File: config.mk
export PLATFORM = sky130hd
export DESIGN_NAME = pkg_idle_coord
export DESIGN_NICKNAME = d
export VERILOG_FILES = /design/src/rtl/pkg_idle_coord.sv
export SDC_FILE = /design/constraint.sdc
export NUM_CORES = 1
export LEC_CHECK = 0
export ABC_AREA = 1
export BUFFER_PORTS_ARGS = -buffer_cell sky130_fd_sc_hd__buf_2
export CORE_UTILIZATION = 41
export DETAILED_ROUTE_END_ITERATION = 16
export PLACE_DENSITY = 0.59
export SYNTH_ARGS = -nofsm -noshare
export SYNTH_HDL_FRONTEND = slang
export SYNTH_SLANG_ARGS = --single-unit
File: constraint.sdc
create_clock -name clk -period 1.9 [get_ports clk]
set_input_delay 0.19 -clock clk [delete_from_list [all_inputs] [get_ports clk]]
set_output_delay 0.19 -clock clk [all_outputs]
set_load 0.005 [all_outputs]
File: src/rtl/pkg_idle_coord.sv
module pkg_idle_coord #(
  parameter int N_CORES   = 4,
  parameter int DWELL_W   = 8,
  parameter int EXIT_PC1E = 2,
  parameter int EXIT_PC2  = 5,
  parameter int EXIT_PC6  = 12,
  localparam int EXIT_W   = $clog2(EXIT_PC6 + 1)
) (
  input  logic                   clk,
  input  logic                   rst_n,
  input  logic [2*N_CORES-1:0]   core_state,
  input  logic [N_CORES-1:0]     wake_req,
  input  logic                   snoop_req,
  input  logic [1:0]             depth_limit,
  input  logic [DWELL_W-1:0]     dwell_limit,
  output logic [1:0]             pkg_state,
  output logic                   snoop_grant,
  output logic                   pkg_wake
);

  localparam logic [1:0] PC0 = 2'd0, PC2 = 2'd2, PC6 = 2'd3;

  logic [N_CORES-1:0] in_c6;
  logic               all_idle;
  logic [DWELL_W-1:0] dwell_q;
  logic [EXIT_W-1:0]  exit_q, exit_lat;
  logic               ret_q;

  for (genvar i = 0; i < N_CORES; i++) begin : g_core
    assign in_c6[i] = core_state[2*i +: 2] == 2'd3;
  end

  assign all_idle = (&in_c6) && !(|wake_req);
  assign pkg_wake = exit_q != '0;

  always_comb begin
    case (pkg_state)
      2'd1:    exit_lat = EXIT_W'(EXIT_PC1E);
      2'd2:    exit_lat = EXIT_W'(EXIT_PC2);
      2'd3:    exit_lat = EXIT_W'(EXIT_PC6);
      default: exit_lat = '0;
    endcase
  end

  always_ff @(posedge clk) begin
    if (!rst_n) begin
      pkg_state   <= PC0;
      dwell_q     <= '0;
      exit_q      <= '0;
      ret_q       <= 1'b0;
      snoop_grant <= 1'b0;
    end else begin
      snoop_grant <= snoop_req;
      if (exit_q != '0) exit_q <= exit_q - 1'b1;
      if (!all_idle) begin
        dwell_q <= '0;
        ret_q   <= 1'b0;
        if (pkg_state != PC0) begin
          pkg_state <= PC0;
          exit_q    <= exit_lat;
        end
      end else if (pkg_state == PC6 && snoop_req) begin
        pkg_state <= PC2;
        ret_q     <= 1'b1;
        dwell_q   <= '0;
      end else if (pkg_state > depth_limit) begin
        pkg_state <= depth_limit;
        ret_q     <= 1'b0;
        dwell_q   <= '0;
      end else if (ret_q) begin
        ret_q   <= 1'b0;
        dwell_q <= '0;
        if (depth_limit == PC6) pkg_state <= PC6;
      end else if (pkg_state < depth_limit && exit_q == '0) begin
        if (dwell_q >= dwell_limit) begin
          pkg_state <= pkg_state + 2'd1;
          dwell_q   <= '0;
        end else begin
          dwell_q <= dwell_q + 1'b1;
        end
      end
    end
  end

  AST_BUSY_ACTIVE: assert property (@(posedge clk) disable iff (!rst_n)
    !all_idle |=> pkg_state == PC0);
  AST_ONE_STEP: assert property (@(posedge clk) disable iff (!rst_n)
    1'b1 |=> {1'b0, pkg_state} <= {1'b0, $past(pkg_state)} + 3'd1);
  AST_LIMIT: assert property (@(posedge clk) disable iff (!rst_n)
    !(pkg_state == PC6 && snoop_req) |=> pkg_state <= $past(depth_limit));
  AST_GRANT: assert property (@(posedge clk) disable iff (!rst_n)
    snoop_req |=> snoop_grant);
  AST_SNOOP_PC6: assert property (@(posedge clk) disable iff (!rst_n)
    (pkg_state == PC6 && snoop_req && all_idle) |=> pkg_state == PC2);
  AST_WAKE_ON_EXIT: assert property (@(posedge clk) disable iff (!rst_n)
    (pkg_state != PC0 && !all_idle) |=> pkg_wake);
  AST_HOLD_WAKE: assert property (@(posedge clk) disable iff (!rst_n)
    (pkg_wake && pkg_state == PC0) |=> pkg_state == PC0);

endmodule

== After elaboration in Yosys (flattened, before gate mapping) ==
Cells that the tools add are included.

* Shifts and indexed selects: 0
* Reductions and logical operators: 13
* Mux-type cells: 14
* Div/mod/pow operators: 0
* Multiply operators: 0
* Equality and inequality tests: 11
* Bitwise gates (word level): 2
* Order comparisons: 3
* $add $sub $neg: 3

{| class="wikitable"
|+ Operators with widths
! kind !! count
|-
| $mux 2 || 8
|-
| $eq 2x2->1 const B || 7
|-
| $mux 4 || 3
|-
| $pmux 4 s3 || 1
|-
| $ne 5x1->1 const B || 2
|-
| $add 8x1->8 const B || 1
|-
| $ge 8x8->1 || 1
|-
| $mux 8 || 1
|-
| $reduce_and 4->1 || 2
|-
| $ne 5x2->1 const B || 1
|-
| $reduce_or 5->1 || 1
|-
| $logic_not 4->1 || 1
|-
| $reduce_bool 2->1 || 2
|-
| $reduce_bool 4->1 || 1
|-
| $reduce_or 4->1 || 1
|-
| $sub 4x1->4 const B || 1
|-
| $logic_and 1x1->1 || 3
|-
| $add 2x1->2 const B || 1
|-
| $eq 2x1->1 const B || 1
|-
| $gt 2x2->1 || 1
|-
| $lt 2x2->1 || 1
|-
| $not 1->1 || 2
|-
| $reduce_and 2->1 || 1
|-
| $logic_not 1->1 || 1
|-
| $mux 1 || 1
|}

* Bits of input ports: 25
* Register bits after elaboration: 16
* Latch bits: 0
* RAM bits: 0
* Output and inout port bits: 4
* ROM bits: 0
* Memories kept: 0

== Depth between registers and ports, before layout ==
* Word-level depth: 7
* Depth in mapped cells: 14
* Mapped depth without buffers: 14

== Least setup slack after synthesis ==
No wires, ideal clock.

* Path type: reg-to-reg
* From: register pkg_state[1]
* To: register pkg_state[1]
* Cell stages (with the launch flop): 10
* Slack: 0.270 ns
* Arrival time: 1.515 ns
* Required time: 1.785 ns
* Cell sequence: dfxtp_1 -> ha_1 -> inv_1 -> o21bai_4 -> nand2_1 -> nand3_1 -> nor2_4 -> nand2_1 -> a21oi_1 -> nor2_1

* Longest elaborated chain between the ends: 7
* Elaborated cells on any way between the ends: 18

{| class="wikitable"
|+ Ends and longest elaborated chain
! what !! RTL line !! RTL
|-
| start: declaration || 16 || <nowiki>output logic [1:0] pkg_state,</nowiki>
|-
| start signal: assignment || 67 || <nowiki>pkg_state <= depth_limit;</nowiki>
|-
| start signal: assignment || 76 || <nowiki>pkg_state <= pkg_state + 2'd1;</nowiki>
|-
| $add 2x1->2 || 76 ||
|-
| $mux 2 || 75 || <nowiki>if (dwell_q >= dwell_limit) begin</nowiki>
|-
| $mux 2 || 74 || <nowiki>end else if (pkg_state < depth_limit && exit_q == '0) begin</nowiki>
|-
| $mux 2 || 70 || <nowiki>end else if (ret_q) begin</nowiki>
|-
| $mux 2 || 66 || <nowiki>end else if (pkg_state > depth_limit) begin</nowiki>
|-
| $mux 2 || 62 || <nowiki>end else if (pkg_state == PC6 && snoop_req) begin</nowiki>
|-
| $mux 2 || 55 || <nowiki>if (!all_idle) begin</nowiki>
|}

Several ways; a longest one is shown, not always the timed one. The select of a mux whose other input is x is not followed.
A chain may end at the register's enable or synchronous reset.

== Worst setup path in the final report ==
* From: register pkg_state[0]
* To: register pkg_state[0]

The elaborated chain is that of the path after synthesis.

==> results.md <==
| Group | Quantity | Reported |
|:---|:---|:---|
| run status | Status | complete, but fails checks |
| run status | Failing checks | DRC |
| critical path | Cells traversed along the worst timing path | inv_1 -> ha_1 -> o21bai_4 -> nand2_1 -> nand3_1 -> nor2_4 -> nand2_1 -> nand3_1 -> nand2_1 -> nor2_1 |
| logic synthesis | Area of the mapped netlist | 1290 um^2 |
| critical path | Slowest cell delay on critical path | 0.40 ns |
| global routing | Vias in the first global route | 1177 |
| sta | Rel. slew slack | 79.1% |
| global routing | Wire length of the first global-routing pass | 4.53 mm |
| logic synthesis | Synth Area per Inst | 7.16 um^2 |
| clock tree | Clock sink count | 16 |
| sta | Minimum clock period after layout | 1.71 ns |
| critical path | Kind of cell adding the most delay to the critical path | simple AND/OR/NAND/NOR gates |
| drt | Average detailed-routed wire length per instance | 9.57 um |
| logic synthesis | Number of standard cells after synthesis | 180 |
| sta | Final cycle utilization of the critical path | 90.2% |
| logic synthesis | Synth unique cells | 27 |
| drt | First-pass iteration count of the detailed router | 11 |
| power and ir drop | Clk pwr share | 17.4% |
| layout | Area of all placed cells without fillers | 1540 um^2 |
| clock tree | H-tree lvl count | 1 |
| sta | Final count of negative-setup-slack endpoints | 0 |
| clock tree | Master cell of the clock root buffer | sky130_fd_sc_hd__clkbuf_4 |
| sta | Setup clock skew after layout | 0.00145 ns |
| power and ir drop | Switch share | 42.1% |
| logic synthesis | Number of synthesized flops with an enable pin | 0 |
| critical path | Worst Path Buf+Inv | 1 |
| logic synthesis | Sequential area share after synthesis | 24.9% |
| critical path | Worst-path fanout max | 6 |
| sta | Actual transition at the worst max-transition pin | 0.312 ns |
| logic synthesis | Fraction of registers with async set or reset after synthesis | 0% |
| place | Weighted congestion at the end of routability-driven global placement | 0.817 |
| floorplan | IO Count | 29 |
| global routing | Initial antenna violation count | 0 |
| drt | Drt via density | 4.61 |
| critical path | Origin of the critical flop-to-flop path | pkg_state[0] |
| critical path | Worst path arrival time | 1.90 ns |
| drt | Total Routed Length | 2.45 mm |
| logic synthesis | Number of synthesis warnings | 0 |
| floorplan | Row count | 19 |
| power and ir drop | Leakage power | 0.000771 uW |
| sta | Hold violation total from the final report | 0 |
| critical path | Crit. End Element | flip-flop |
| clock tree | Clock-pin slew of the registers on the worst-case setup and hold paths | 0.10 ns |
| logic synthesis | Flops & latches, synth | 16 |
| clock tree | Hold_buf cts | 0 |
| sta | Final setup TNS | 0 ns |
| critical path | Worst path most repeated cell | sky130_fd_sc_hd__nand2_1 |
| clock tree | Number of buffers added for setup after CTS | 0 |
| critical path | Data required time at the worst endpoint | 2.09 ns |
| drt | Vias after detailed routing | 1180 |
| critical path | Slowest cell on crit path | sky130_fd_sc_hd__dfxtp_2 |
| critical path | Setup CP Type | flip-flop to flip-flop |
| power and ir drop | PD cells | 872 nW/um^2 |
| power and ir drop | Combinational group share of total power | 51.6% |
| sta | Unrepaired setup endpoints after global routing | no |
| floorplan | Die span in x | 58.1 um |
| layout | Count of antenna diodes in the layout | 0 |
| layout | Commonest non-fill, non-tap cell in the layout | sky130_fd_sc_hd__nand2_1 |
| power and ir drop | Int Pwr | 776 uW |
| power and ir drop | Total Power Consumption | 1340 uW |
| logic synthesis | Mapped Nets | 223 |
| clock tree | Number of buffers created by CTS | 3 |
| layout | Share of post-route cells with drive strength above 1 | 22.4% |
| place | Port-buffer cells | 28 |
| layout | Total Nets Final | 258 |
| sta | Maximum clock frequency | 584 MHz |
| clock tree | CTS tree | done |
| run | Reported max-cap violation count | 0 |
| hold path | Launch instance of the worst min-delay path | snoop_req |
| place | Cell area reported after detailed placement | 1500 um^2 |
| power and ir drop | Reported net switching power | 565 uW |
| clock tree | Clk Latency, worst-skew pair | 0.29 ns |
| layout | FILL cells | 284 |
| clock tree | Clock buffer depth | 2 |
| floorplan | Floorplan die area | 3370 um^2 |
| hold path | Tightest Hold Check Type | input pin to flip-flop |
| floorplan | Core ar. | 2880 um^2 |
| power and ir drop | Register share of total power | 31.0% |
| layout | Filler-free cell count of the finished design | 256 |
| global routing | Largest net degree at the start of global routing | 11 |
| place | Number of placed instances with taps included | 252 |
| logic synthesis | Leading register cell type out of synthesis | sky130_fd_sc_hd__dfxtp_1 |
| place | Dpl hpwl | 2.02 mm |
| global routing | Total GRT Usage | 17.2% |
| drt | Detail Route Antenna Nets | 0 |
| floorplan | Starting utilization of the core area | 44.8% |
| global routing | Remaining global-route overflow | 0 |
| layout | Commonest cells after routing, fill and taps aside | sky130_fd_sc_hd__nand2_1, sky130_fd_sc_hd__inv_1, sky130_fd_sc_hd__buf_2 |
| critical path | Kind of launch point of the worst setup path | flip-flop |
| power and ir drop | Worst voltage drop across the vdd grid | 757 uV |
| critical path | Worst setup path startpoint | pkg_state[0] |
| sta | Count of pins over their slew limit | 0 |
| drt | Count of unresolved DRC violations after routing | 1 |
| layout | Area added between synthesis and finish | 19.2% |
| drt | Detailed Route Iter0 Violations | 36 |
| floorplan | Height of the die | 58.1 um |
## through the flow
step,utilization [%],hold WS (ns),worst slack [ns]
5_1_grt,53.4,0.122,0.0411
3_3_place_gp,52.1,0.420,0.194
2_1_floorplan,-,0.283,0.270
6_report,53.4,0.109,0.187
4_1_cts,53.4,0.106,0.0619
3_5_place_dp,52.1,0.411,0.0731
## final cells by class
| cell class | count | area, um^2 | share of cell area, % |
|---|---|---|---|
| clock buffers | 4 | 36.3 | 2.36 |
| multi-input cells | 133 | 851 | 55.4 |
| well taps | 42 | 52.6 | 3.42 |
| inverters | 30 | 113 | 7.33 |
| repair buffers | 31 | 163 | 10.6 |
| flip-flops and latches | 16 | 322 | 20.9 |
## power groups by stage
| stage | Sequential (uW) | Clock, uW | Combinational [uW] |
|---|---|---|---|
| after detailed placement | 423 | 0 | 695 |
| after global routing | 423 | 253 | 790 |
| after floorplan | 424 | 0 | 527 |
| after CTS | 415 | 241 | 699 |
| after global placement | 419 | 0 | 681 |
| final | 416 | 233 | 692 |
## sequential cells by signal, indices dropped and copies added (netlist names)
name	cells
dwell_q	8
exit_q	4
pkg_state	2
ret_q	1
snoop_grant	1
## cell families (layout without fill, tap and decap cells)
group,after synthesis,count (layout),synth area share [%]
AO/OA/AOI/OAI,22,22,10.3
buffers and inverters,31,65,9.13
XOR/XNOR,3,3,2.04
flip-flops,16,16,24.9
AND/OR/NAND/NOR,90,90,36.2
adder cells (fa/ha/maj),18,18,17.5
## cells in the mapped netlist (all sizes together), types with 2 or more instances
master  instances  area [um^2]
nor3b           2         15.0
nand3          14          100
inv            30          113
a211oi          2         15.0
ha             18          225
nand2          41          156
xor2            3         26.3
or2             2         12.5
nor2           26          136
nand4           3         33.8
a21oi          10         50.1
dfxtp          16          320
o21ai           7         35.0
## per-layer routing
| layer | share of wire, % | track usage, % |
|---|---|---|
| met1 | 45 | 18.5 |
| met2 | 50 | 32.8 |
| met3 | 3.5 | 4.02 |
| met4 | 0.65 | 5.44 |
| met5 | 0 | 0 |
## worst paths after layout
check / cells after the start / slack [ns] / to
worst max register to register: 10 / 0.19 / pkg_state[0]
worst min register to register: 2 / 0.53 / dwell_q[6]
worst max-delay path: 10 / 0.19 / pkg_state[0]
worst min-delay path: 3 / 0.11 / snoop_grant
## tightest hold or removal path, cell delays in order
cell,delay (ns)
sky130_fd_sc_hd__buf_2,0.09
sky130_fd_sc_hd__nand2_1,0.05
sky130_fd_sc_hd__inv_1,0.04
## repair_timing
action,4_1_cts,5_1_grt
endpoints found under the hold margin,0,0
setup endpoints to repair,0,5
gates resized for setup,0,1
(Power assumes the default switching activity.)
